$ cat config.mk
export PLATFORM = sky130hd
export DESIGN_NAME = ctl_char_uart_tx
export DESIGN_NICKNAME = d
export VERILOG_FILES = /design/src/rtl/ctl_tx_pkg.sv /design/src/rtl/ctl_tx_fifo.sv /design/src/rtl/ctl_tx_shifter.sv /design/src/rtl/ctl_tx_oos_reg.sv /design/src/rtl/ctl_char_uart_tx.sv
export SDC_FILE = /design/constraint.sdc
export NUM_CORES = 1
export LEC_CHECK = 0
export ABC_AREA = 0
export CAP_MARGIN = 20
export CELL_PAD_IN_SITES_DETAIL_PLACEMENT = 0
export CELL_PAD_IN_SITES_GLOBAL_PLACEMENT = 1
export CORE_MARGIN = 2
export CORE_UTILIZATION = 53
export CTS_CLUSTER_DIAMETER = 50
export DETAILED_ROUTE_END_ITERATION = 6
export DONT_BUFFER_PORTS = 1
export PLACE_DENSITY_LB_ADDON = 0.25
export SYNTH_ARGS = -nofsm -noshare
export SYNTH_HDL_FRONTEND = slang
export SYNTH_SLANG_ARGS = --single-unit
$ cat constraint.sdc
create_clock -name clk_i -period 5.5 [get_ports clk_i]
set_clock_uncertainty 0.05 [all_clocks]
set_input_delay 0.275 -clock clk_i [delete_from_list [all_inputs] [get_ports clk_i]]
set_output_delay 0.275 -clock clk_i [all_outputs]
set_load 0.1 [all_outputs]
$ cat src/rtl/ctl_tx_pkg.sv
package ctl_tx_pkg;
    localparam int CHAR_W = 8;

    typedef struct packed {
        logic              is_ctl;
        logic [CHAR_W-1:0] chr;
    } tx_ent_t;
endpackage

$ cat src/rtl/ctl_tx_fifo.sv
module ctl_tx_fifo
    import ctl_tx_pkg::*;
#(
    parameter  int DEPTH = 4,
    localparam int CNT_W = $clog2(DEPTH + 1),
    localparam int PTR_W = (DEPTH > 1) ? $clog2(DEPTH) : 1
) (
    input  logic             clk_i,
    input  logic             rst_ni,
    input  logic             push_i,
    input  tx_ent_t          push_ent_i,
    input  logic             pop_i,
    input  logic [CNT_W-1:0] lim_i,
    output tx_ent_t          head_o,
    output logic             empty_o,
    output logic             space_o
);
    typedef struct packed {
        tx_ent_t [DEPTH-1:0] mem;
        logic [PTR_W-1:0]    rd;
        logic [PTR_W-1:0]    wr;
        logic [CNT_W-1:0]    cnt;
    } fifo_st_t;

    fifo_st_t s_d, s_q;

    function automatic logic [PTR_W-1:0] ptr_inc(input logic [PTR_W-1:0] p);
        return (p == PTR_W'(DEPTH - 1)) ? '0 : p + 1'b1;
    endfunction

    always_comb begin
        s_d = s_q;
        if (push_i) begin
            s_d.mem[s_q.wr] = push_ent_i;
            s_d.wr          = ptr_inc(s_q.wr);
        end
        if (pop_i) begin
            s_d.rd = ptr_inc(s_q.rd);
        end
        s_d.cnt = s_q.cnt + CNT_W'(push_i) - CNT_W'(pop_i);
    end

    always_ff @(posedge clk_i) begin
        if (!rst_ni) s_q <= '0;
        else         s_q <= s_d;
    end

    assign head_o  = s_q.mem[s_q.rd];
    assign empty_o = (s_q.cnt == '0);
    assign space_o = (s_q.cnt < lim_i);

    // the loader never writes beyond the selected capacity
    assert_no_overflow_R8: assert property (@(posedge clk_i) disable iff (!rst_ni)
        push_i |-> (s_q.cnt < lim_i));

    // the serializer never takes from an empty queue
    assert_no_underflow_R2: assert property (@(posedge clk_i) disable iff (!rst_ni)
        pop_i |-> (s_q.cnt != '0));
endmodule

$ cat src/rtl/ctl_tx_shifter.sv
module ctl_tx_shifter
    import ctl_tx_pkg::*;
#(
    localparam int FRAME_W = CHAR_W + 2,
    localparam int BC_W    = $clog2(FRAME_W + 1)
) (
    input  logic    clk_i,
    input  logic    rst_ni,
    input  logic    tick_i,
    input  logic    load_i,
    input  tx_ent_t load_ent_i,
    output logic    busy_o,
    output logic    is_ctl_o,
    output logic    done_o,
    output logic    txd_o
);
    typedef struct packed {
        logic               busy;
        logic               is_ctl;
        logic [FRAME_W-1:0] sreg;
        logic [BC_W-1:0]    left;
    } sh_st_t;

    sh_st_t s_d, s_q;
    logic   done_c;

    always_comb begin
        s_d    = s_q;
        done_c = 1'b0;
        if (!s_q.busy) begin
            if (load_i) begin
                s_d.busy   = 1'b1;
                s_d.is_ctl = load_ent_i.is_ctl;
                s_d.sreg   = {1'b1, load_ent_i.chr, 1'b0};
                s_d.left   = BC_W'(FRAME_W);
            end
        end else if (tick_i) begin
            s_d.sreg = {1'b1, s_q.sreg[FRAME_W-1:1]};
            s_d.left = s_q.left - 1'b1;
            if (s_q.left == BC_W'(1)) begin
                s_d.busy = 1'b0;
                done_c   = 1'b1;
            end
        end
    end

    always_ff @(posedge clk_i) begin
        if (!rst_ni) s_q <= '{busy: 1'b0, is_ctl: 1'b0, sreg: '1, left: '0};
        else         s_q <= s_d;
    end

    assign busy_o   = s_q.busy;
    assign is_ctl_o = s_q.is_ctl;
    assign done_o   = done_c;
    assign txd_o    = s_q.busy ? s_q.sreg[0] : 1'b1;

    // a frame opens with a low start bit
    assert_start_low_R1: assert property (@(posedge clk_i) disable iff (!rst_ni)
        $rose(s_q.busy) |-> !txd_o);

    // the last bit of a frame is the high stop bit
    assert_stop_high_R1: assert property (@(posedge clk_i) disable iff (!rst_ni)
        done_c |-> txd_o);
endmodule

$ cat src/rtl/ctl_tx_oos_reg.sv
module ctl_tx_oos_reg
    import ctl_tx_pkg::*;
(
    input  logic              clk_i,
    input  logic              rst_ni,
    input  logic              wr_i,
    input  logic [CHAR_W-1:0] wr_char_i,
    input  logic              wr_arm_i,
    input  logic              wr_ie_i,
    input  logic              push_ctl_i,
    input  logic              done_ctl_i,
    input  logic              cts_bad_i,
    input  logic              buf_valid_i,
    output logic [CHAR_W-1:0] chr_o,
    output logic              ready_o,
    output logic              ie_o,
    output logic              lost_o,
    output logic              pending_o,
    output logic              event_o,
    output logic              bufct_o
);
    typedef struct packed {
        logic              ready;
        logic              queued;
        logic              ie;
        logic              lost;
        logic              acc;
        logic              ev;
        logic              bct;
        logic [CHAR_W-1:0] chr;
    } oos_st_t;

    oos_st_t s_d, s_q;
    logic    lost_now;

    always_comb begin
        s_d      = s_q;
        s_d.ev   = 1'b0;
        s_d.bct  = 1'b0;
        lost_now = s_q.acc | cts_bad_i;
        if (cts_bad_i)  s_d.acc    = 1'b1;
        if (push_ctl_i) s_d.queued = 1'b1;
        if (done_ctl_i) begin
            s_d.ready  = 1'b0;
            s_d.queued = 1'b0;
            s_d.lost   = lost_now;
            s_d.acc    = 1'b0;
            s_d.ev     = s_q.ie;
            s_d.bct    = lost_now & buf_valid_i;
        end else if (wr_i && !s_q.ready) begin
            s_d.chr = wr_char_i;
            s_d.ie  = wr_ie_i;
            if (wr_arm_i) begin
                s_d.ready = 1'b1;
                s_d.lost  = 1'b0;
                s_d.acc   = 1'b0;
            end
        end
    end

    always_ff @(posedge clk_i) begin
        if (!rst_ni) s_q <= '0;
        else         s_q <= s_d;
    end

    assign chr_o     = s_q.chr;
    assign ready_o   = s_q.ready;
    assign ie_o      = s_q.ie;
    assign lost_o    = s_q.lost;
    assign pending_o = s_q.ready & ~s_q.queued;
    assign event_o   = s_q.ev;
    assign bufct_o   = s_q.bct;

    // ready holds until the slot character completes
    assert_ready_hold_R4: assert property (@(posedge clk_i) disable iff (!rst_ni)
        s_q.ready && !done_ctl_i |=> s_q.ready);

    // the character cannot change while armed
    assert_char_locked_R7: assert property (@(posedge clk_i) disable iff (!rst_ni)
        s_q.ready |=> $stable(s_q.chr));

    // the event is a single-cycle pulse
    assert_event_pulse_R9: assert property (@(posedge clk_i) disable iff (!rst_ni)
        s_q.ev |=> !s_q.ev);

    // the event coincides with the end of the armed period
    assert_event_at_done_R9: assert property (@(posedge clk_i) disable iff (!rst_ni)
        $rose(s_q.ev) |-> $fell(s_q.ready));

    // a pending-payload CTS report implies the slot recorded the loss
    assert_bufct_implies_lost_R11: assert property (@(posedge clk_i) disable iff (!rst_ni)
        s_q.bct |-> s_q.lost);
endmodule

$ cat src/rtl/ctl_char_uart_tx.sv
module ctl_char_uart_tx
    import ctl_tx_pkg::*;
#(
    parameter  int FIFO_DEPTH = 4,
    localparam int CNT_W      = $clog2(FIFO_DEPTH + 1)
) (
    input  logic              clk_i,
    input  logic              rst_ni,
    input  logic              tx_en_i,
    input  logic              freeze_i,
    input  logic              depth_one_i,
    input  logic              cts_mon_en_i,
    input  logic              cts_i,
    input  logic              bit_tick_i,
    input  logic              buf_valid_i,
    input  logic [CHAR_W-1:0] buf_data_i,
    output logic              buf_ready_o,
    input  logic              oos_wr_i,
    input  logic [CHAR_W-1:0] oos_wr_char_i,
    input  logic              oos_wr_arm_i,
    input  logic              oos_wr_ie_i,
    output logic [CHAR_W-1:0] oos_char_o,
    output logic              oos_ready_o,
    output logic              oos_ie_o,
    output logic              oos_cts_lost_o,
    output logic              tx_event_o,
    output logic              buf_cts_lost_o,
    output logic              txd_o
);
    typedef struct packed {
        logic [CNT_W-1:0] lim;
    } top_st_t;

    top_st_t st_d, st_q;

    tx_ent_t push_ent, head_ent;
    logic    fifo_push, fifo_pop, fifo_empty, fifo_space;
    logic    can_load, push_ctl, oos_pending;
    logic    sh_busy, sh_is_ctl, sh_done, done_ctl, cts_bad;

    // capacity follows the select only while disabled
    always_comb begin
        st_d = st_q;
        if (!tx_en_i) begin
            st_d.lim = depth_one_i ? CNT_W'(1) : CNT_W'(FIFO_DEPTH);
        end
    end

    always_ff @(posedge clk_i) begin
        if (!rst_ni) st_q <= '{lim: CNT_W'(FIFO_DEPTH)};
        else         st_q <= st_d;
    end

    // loader: slot character wins the free queue entry over payload
    always_comb begin
        can_load    = tx_en_i & fifo_space;
        push_ctl    = can_load & oos_pending;
        buf_ready_o = can_load & ~oos_pending & ~freeze_i;
        fifo_push   = push_ctl | (buf_ready_o & buf_valid_i);
        if (push_ctl) push_ent = '{is_ctl: 1'b1, chr: oos_char_o};
        else          push_ent = '{is_ctl: 1'b0, chr: buf_data_i};
        fifo_pop    = tx_en_i & ~sh_busy & ~fifo_empty;
        done_ctl    = sh_done & sh_is_ctl;
        cts_bad     = cts_mon_en_i & ~cts_i & sh_busy & sh_is_ctl;
    end

    ctl_tx_fifo #(.DEPTH(FIFO_DEPTH)) i_fifo (
        .clk_i      (clk_i),
        .rst_ni     (rst_ni),
        .push_i     (fifo_push),
        .push_ent_i (push_ent),
        .pop_i      (fifo_pop),
        .lim_i      (st_q.lim),
        .head_o     (head_ent),
        .empty_o    (fifo_empty),
        .space_o    (fifo_space)
    );

    ctl_tx_shifter i_shifter (
        .clk_i      (clk_i),
        .rst_ni     (rst_ni),
        .tick_i     (bit_tick_i),
        .load_i     (fifo_pop),
        .load_ent_i (head_ent),
        .busy_o     (sh_busy),
        .is_ctl_o   (sh_is_ctl),
        .done_o     (sh_done),
        .txd_o      (txd_o)
    );

    ctl_tx_oos_reg i_oos (
        .clk_i       (clk_i),
        .rst_ni      (rst_ni),
        .wr_i        (oos_wr_i),
        .wr_char_i   (oos_wr_char_i),
        .wr_arm_i    (oos_wr_arm_i),
        .wr_ie_i     (oos_wr_ie_i),
        .push_ctl_i  (push_ctl),
        .done_ctl_i  (done_ctl),
        .cts_bad_i   (cts_bad),
        .buf_valid_i (buf_valid_i),
        .chr_o       (oos_char_o),
        .ready_o     (oos_ready_o),
        .ie_o        (oos_ie_o),
        .lost_o      (oos_cts_lost_o),
        .pending_o   (oos_pending),
        .event_o     (tx_event_o),
        .bufct_o     (buf_cts_lost_o)
    );

    // one arming loads the slot character only once
    assert_ctl_once_R3: assert property (@(posedge clk_i) disable iff (!rst_ni)
        push_ctl |=> !oos_pending);

    // while frozen only the slot character may enter the queue
    assert_freeze_only_ctl_R5: assert property (@(posedge clk_i) disable iff (!rst_ni)
        freeze_i && fifo_push |-> push_ent.is_ctl);

    // a disabled transmitter loads nothing
    assert_disabled_no_load_R6: assert property (@(posedge clk_i) disable iff (!rst_ni)
        !tx_en_i |-> !fifo_push);

    // capacity is frozen while enabled
    assert_depth_locked_R8: assert property (@(posedge clk_i) disable iff (!rst_ni)
        tx_en_i && $past(tx_en_i) |-> $stable(st_q.lim));
endmodule

# --- Yosys cells after proc, flatten, opt, wreduce, memory -nomap -nowiden ---
# Cells that the tools add are included.
word_totals:
  rom_bits: 0
  latch_bits: 0
  ramBits: 0
  n_memories: 0
  reg_bits: 77
  output_inout_bits: 15
op_classes:
  n_lt_le_gt_ge: 4
  multipliers: 0
  mux: 23
  add_sub_neg: 5
  n_reduce_logical: 14
  n_bitwise: 23
  n_eq_ne: 4
  div_mod_pow: 0
  shift: 0
op_table:
  columns: ["cell", "n"]
  rows:
  - ["$bwmux W36", 1]
  - ["$mux W14", 2]
  - ["$mux W9", 3]
  - ["$bmux W9 S2", 1]
  - ["$demux W9 S2", 1]
  - ["$mux W16", 1]
  - ["$and A1 B1 Y1", 13]
  - ["$reduce_and A2 Y1", 6]
  - ["$mux W2", 5]
  - ["$mux W1", 8]
  - ["$not A1 Y1", 8]
  - ["$lt A2 B3 Y1 const B", 2]
  - ["$reduce_bool A2 Y1", 3]
  - ["$add A2 B1 Y2 const B", 2]
  - ["$eq A2 B2 Y1 const B", 2]
  - ["$eq A4 B1 Y1 const B", 1]
  - ["$sub A4 B1 Y4 const B", 1]
  - ["$add A3 B1 Y3", 1]
  - ["$logic_not A3 Y1", 1]
  - ["$lt A3 B3 Y1", 1]
  - ["$mux W3", 1]
  - ["$sub A3 B1 Y3", 1]
  - ["$ge A2 B1 Y1 const B", 1]
  - ["$logic_and A1 B1 Y1", 2]
  - ["other kinds (4)", 5]

# --- Longest topological paths before layout ---
logic_depth:
  ltp_word: 9
  ltp_mapped: 12

# --- By module ---
# A second synthesis with hierarchy kept.
hier_totals:
  cells_unflattened: 384
  area_unflattened_um2: 3631.0
by_module_without_submodules:
  columns: ["mod", "seq_area_each_um2", "cells_per_inst", "instances", "area_per_inst_um2"]
  rows:
  - ["ctl_tx_fifo", 860.8, 216, 1, 2082.0]
  - ["ctl_tx_shifter", 320.3, 75, 1, 679.4]
  - ["ctl_tx_oos_reg", 300.3, 68, 1, 639.4]
  - ["ctl_char_uart_tx", 40.0, 25, 1, 230.2]

# --- Worst setup path after synthesis ---
# No wires, ideal clock.
synth_path:
  kind: "register to register"
  from: "reg i_oos.s_q (netlist bit i_oos.ready_o)"
  to: "reg i_fifo.s_q[2] (netlist name)"
  path_stages_with_launch: 11
  t_arrival_ps: 2759
  t_required_ps: 5322
  setup_time_ps: 128
  period_less_slack_ps: 2937
  path_buffers: 2
  slack_ps: 2563
  path_cell_list: "dfxtp_1 > nand2b_1 > a221oi_4 > buf_6 > buf_6 > ha_1 > inv_1 > fa_1 > xor2_1 > xnor2_1 > nor2_1"
synth_between:
  elab_chain_cells: 8
  word_cells_on_any_way: 9
synth_rtl:
  columns: ["element", "line", "rtl"]
  rows:
  - ["from (decl)", "ctl_tx_oos_reg.sv:33", "oos_st_t s_d, s_q;"]
  - ["from (signal assigned)", "ctl_tx_oos_reg.sv:62", "if (!rst_ni) s_q <= '0;"]
  - ["from (signal assigned)", "ctl_tx_oos_reg.sv:63", "else s_q <= s_d;"]
  - ["$and A1 B1 Y1 *", "ctl_tx_oos_reg.sv:70", "assign pending_o = s_q.ready & ~s_q.queued;"]
  - ["$not A1 Y1", "ctl_char_uart_tx.sv:58", "buf_ready_o = can_load & ~oos_pending & ~freeze_i;"]
  - ["$and A1 B1 Y1 (2 in series)", "ctl_char_uart_tx.sv:58", null]
  - ["$and A1 B1 Y1", "ctl_char_uart_tx.sv:59", "fifo_push = push_ctl | (buf_ready_o & buf_valid_i);"]
  - ["$or A1 B1 Y1 *", "ctl_char_uart_tx.sv:59", null]
  - ["net fifo_push", "ctl_char_uart_tx.sv:37", "logic fifo_push, fifo_pop, fifo_empty, fifo_space;"]
  - ["$add A3 B1 Y3 *", "ctl_tx_fifo.sv:40", "s_d.cnt = s_q.cnt + CNT_W'(push_i) - CNT_W'(pop_i);"]
  - ["$sub A3 B1 Y3 *", "ctl_tx_fifo.sv:40", null]
  - ["to (signal assigned)", "ctl_tx_fifo.sv:44", "if (!rst_ni) s_q <= '0;"]
  - ["to (signal assigned)", "ctl_tx_fifo.sv:45", "else s_q <= s_d;"]
  - ["to (decl)", "ctl_tx_fifo.sv:25", "fifo_st_t s_d, s_q;"]
# Mark *: on every way through the listed nets, which the timed path passes. The rest lies on a longest branch.
# A chain may end at the register's enable or synchronous reset.

# --- Worst setup path in the final report ---
layout_path:
  from: "reg i_oos.s_q (netlist bit i_oos.ready_o)"
  to: "reg i_fifo.s_q[16] (netlist name)"
layout_between:
  elab_chain_cells: 6
  word_cells_on_any_way: 9
layout_rtl:
  columns: ["element", "line"]
  rows:
  - ["$and A1 B1 Y1 *", "ctl_tx_oos_reg.sv:70"]
  - ["$not A1 Y1", "ctl_char_uart_tx.sv:58"]
  - ["$and A1 B1 Y1 (2 in series)", "ctl_char_uart_tx.sv:58"]
  - ["$and A1 B1 Y1", "ctl_char_uart_tx.sv:59"]
  - ["$or A1 B1 Y1", "ctl_char_uart_tx.sv:59"]
# Mark *: on every way between the ends. The rest lies on a longest branch, timed or not.

==> metrics.cfg <==
[drt]
drt_pass1_iterations = 4
viasPerCell = 5.985
wl_um = 7529
route.detailed.drc = 0
wl_per_cell_um = 18.36
vias = 2454
drt_iter0_drc = 99
antenna_left = 0

[layout]
nNetsFinal = 365
drive_gt1_share_pct = 20.91
fillers = 600
syn_to_final_growth_pct = 2.479
multi_input_area_sq_um = 1852
antenna-diode-count = 0
stdcell_count = 410
regArea_sq_um = 1521

[setup_path]
crit_arrival_ps = 3150
crit_fanout = 40
crit_path_end_kind = flip-flop
crit_type = flip-flop to flip-flop
start_kind = flip-flop
required_ps = 5640

[grt]
antenna_found_initial = 0
grt_pass1_wl_um = 12510
grt_max_degree = 58
grt.total_usage_pct = 21.96
overflow = 0
grt_pass1_vias = 2438

[cts]
path_clk_slew_ps = 70
root_buffer = clkbuf_8
cts-htree-levels = 3
numCtsBuffers = 9
clk_path_buf_depth = 2
cts_resized = 0
clock_latency_ps = 340
clock-sinks = 76
cts_tree = done

[power]
switching_share_pct = 33.47
intPower_mw = 0.9481
vdd_drop_max_mv = 0.1976
clkPwrFrac_pct = 26.5
leakage_nw = 1.296
power_switching_mw = 0.4769
power_frac_seq_pct = 50.6
power_frac_comb_pct = 22.9
power_density_nw_per_um2 = 382.7

[placed_design]
dp.cells = 393
dp_hpwl_um = 4896
portBuffers = 0
gp_congestion = 0.7472

[floorplanning]
design.core.area_sq_um = 6719
fp-row-count = 30
pin_count = 43
initial_core_util_pct = 54.08
die_w_um = 86.80
die_h_um = 86.80
dieArea_sq_um = 7534

[timing]
grt_setup_unrepaired = no
hold_viol_final = 0
whs_ps = 21.72
relSlewSlack_pct = 29.09
setup_violations = 0
final.setup.tns_ps = 0
period_share_pct = 54.68
fmax_ghz = 0.3325
fin_crit_ps = 3007
drv_slew = 0
worst_pin_slew_ps = 1062

[yosys]
synth_area_sq_um = 3633
syn_avg_cell_area_sq_um = 10.50
syn-num-nets = 385
netlist.area_leader.share_pct = 41.87
ys_seq_area_share_pct = 41.87
yosysTopAreaCell = dfxtp_1
ys_types = 46
synthFlopType = dfxtp_1
yosysMostFrequentCell = dfxtp_1
synth-seq-cells = 76
synthTopCellsByArea = dfxtp_1 (42%), a211oi_2 (8.6%), mux4_2 (5.6%), a21oi_1 (5.2%), mux2i_4 (5.0%)
synth_common_cells = dfxtp_1 (76), a21oi_1 (38), nand2_1 (28), a211oi_2 (25), nor2_1 (18)
synth-async-reset-ratio_pct = 0
synth_edf_count = 0
ys_warn_count = 0
syn_inst = 346

[outcome]
status = finished, final reports clean

[hold_path]
min_path_type = primary input to flip-flop

[job]
timing.max_cap.violations = 0

logic make-up after synthesis:
logic type	Yosys count	share of synthesized area [%]
and+or+nand+nor	83	11.23
adders and majority gates	11	3.995
xor gates and xnor gates	4	0.9644
AOI/OAI and AO/OA	97	21.45
muxes	27	13.33
buffers and inverters	48	7.163
DFF	76	41.87
placed cells by master (no fill, tap or decap), types with 3 or more instances in the layout:
cell type / instances
mux2i_1: 9
a211oi_2: 25
nand3_1: 12
clkbuf_8: 11
and2_1: 6
dfxtp_1: 76
inv_1: 11
buf_4: 3
ha_1: 10
nor2_1: 18
nand2_1: 28
nor2b_1: 3
a21oi_1: 38
mux2i_4: 8
a22oi_1: 8
mux4_2: 9
a21oi_2: 5
a211oi_1: 7
nand2b_1: 4
o21ai_1: 6
flip-flops by register name (all words and copies together), names as in the netlist:
register            flops
i_shifter.is_ctl_o      1
i_oos.chr_o             8
i_shifter.s_q          14
i_oos.event_o           1
i_oos.s_q               2
i_oos.lost_o            1
i_oos.ready_o           1
i_oos.bufct_o           1
st_q                    2
i_oos.ie_o              1
i_fifo.s_q             43
i_shifter.busy_o        1
repair_timing:
action                    in CTS  in global routing
hold buffers                   1                  0
hold endpoints to repair      11                  0
buffers inserted               0                  0
power groups by stage:
stage,Sequential (mW),Combinational (mW),Clock (mW)
after floorplan,0.674,0.333,0
after CTS,0.721,0.330,0.388
after detailed placement,0.733,0.327,0
after global placement,0.731,0.320,0
after global routing,0.731,0.368,0.415
final,0.721,0.327,0.378
final timing paths:
kind / from / endpoint / slack [ps] / cells after the start
setup / recovery: i_oos.ready_o / i_fifo.s_q[16] / 2490 / 5
hold / removal: rst_ni / i_fifo.s_q[15] / 20 / 2
setup reg to reg: i_oos.ready_o / i_fifo.s_q[16] / 2490 / 5
hold reg to reg: i_oos.s_q[13] / i_oos.s_q[13] / 400 / 2
critical path: stages (launching register included):
cell and delay (ps):
dfxtp_1 990, nand2b_1 320, a221oi_4 320, buf_4 440
and2_1 580, a211oi_2 140
final cells by class:
type                    count  share of cell area (%)
clock buffers              13                   4.267
clock inverters             2                  0.2688
inverters                  13                   1.310
multi-input cells         222                   49.73
flip-flops and latches     76                   40.86
well taps                  80                   2.688
repair buffers              4                  0.8737
layer usage:
layer	vias to the layer above	part of all wire, %	global-route usage, %
met3	5	2.9	5.714
met4	0	1.2	7.102
met5	-	0	0
met2	36	50	35.32
met1	1221	46	28.88
li1	1192	-	-
metrics by stage:
| stage | power [mW] | utilization (%) | worst slack (ps) | instance area, sq um |
|---|---|---|---|---|
| global placement | 1.051 | 52.64 | 2596 | 3537 |
| floorplan | 1.007 | - | 2563 | 3633 |
| global route | 1.514 | 55.42 | 2342 | 3724 |
| finish | 1.425 | 55.42 | 2493 | 3724 |
| detailed placement | 1.060 | 52.64 | 2521 | 3537 |
| CTS | 1.438 | 55.31 | 2523 | 3716 |
Note: power is estimated with default switching activity, not from simulation.
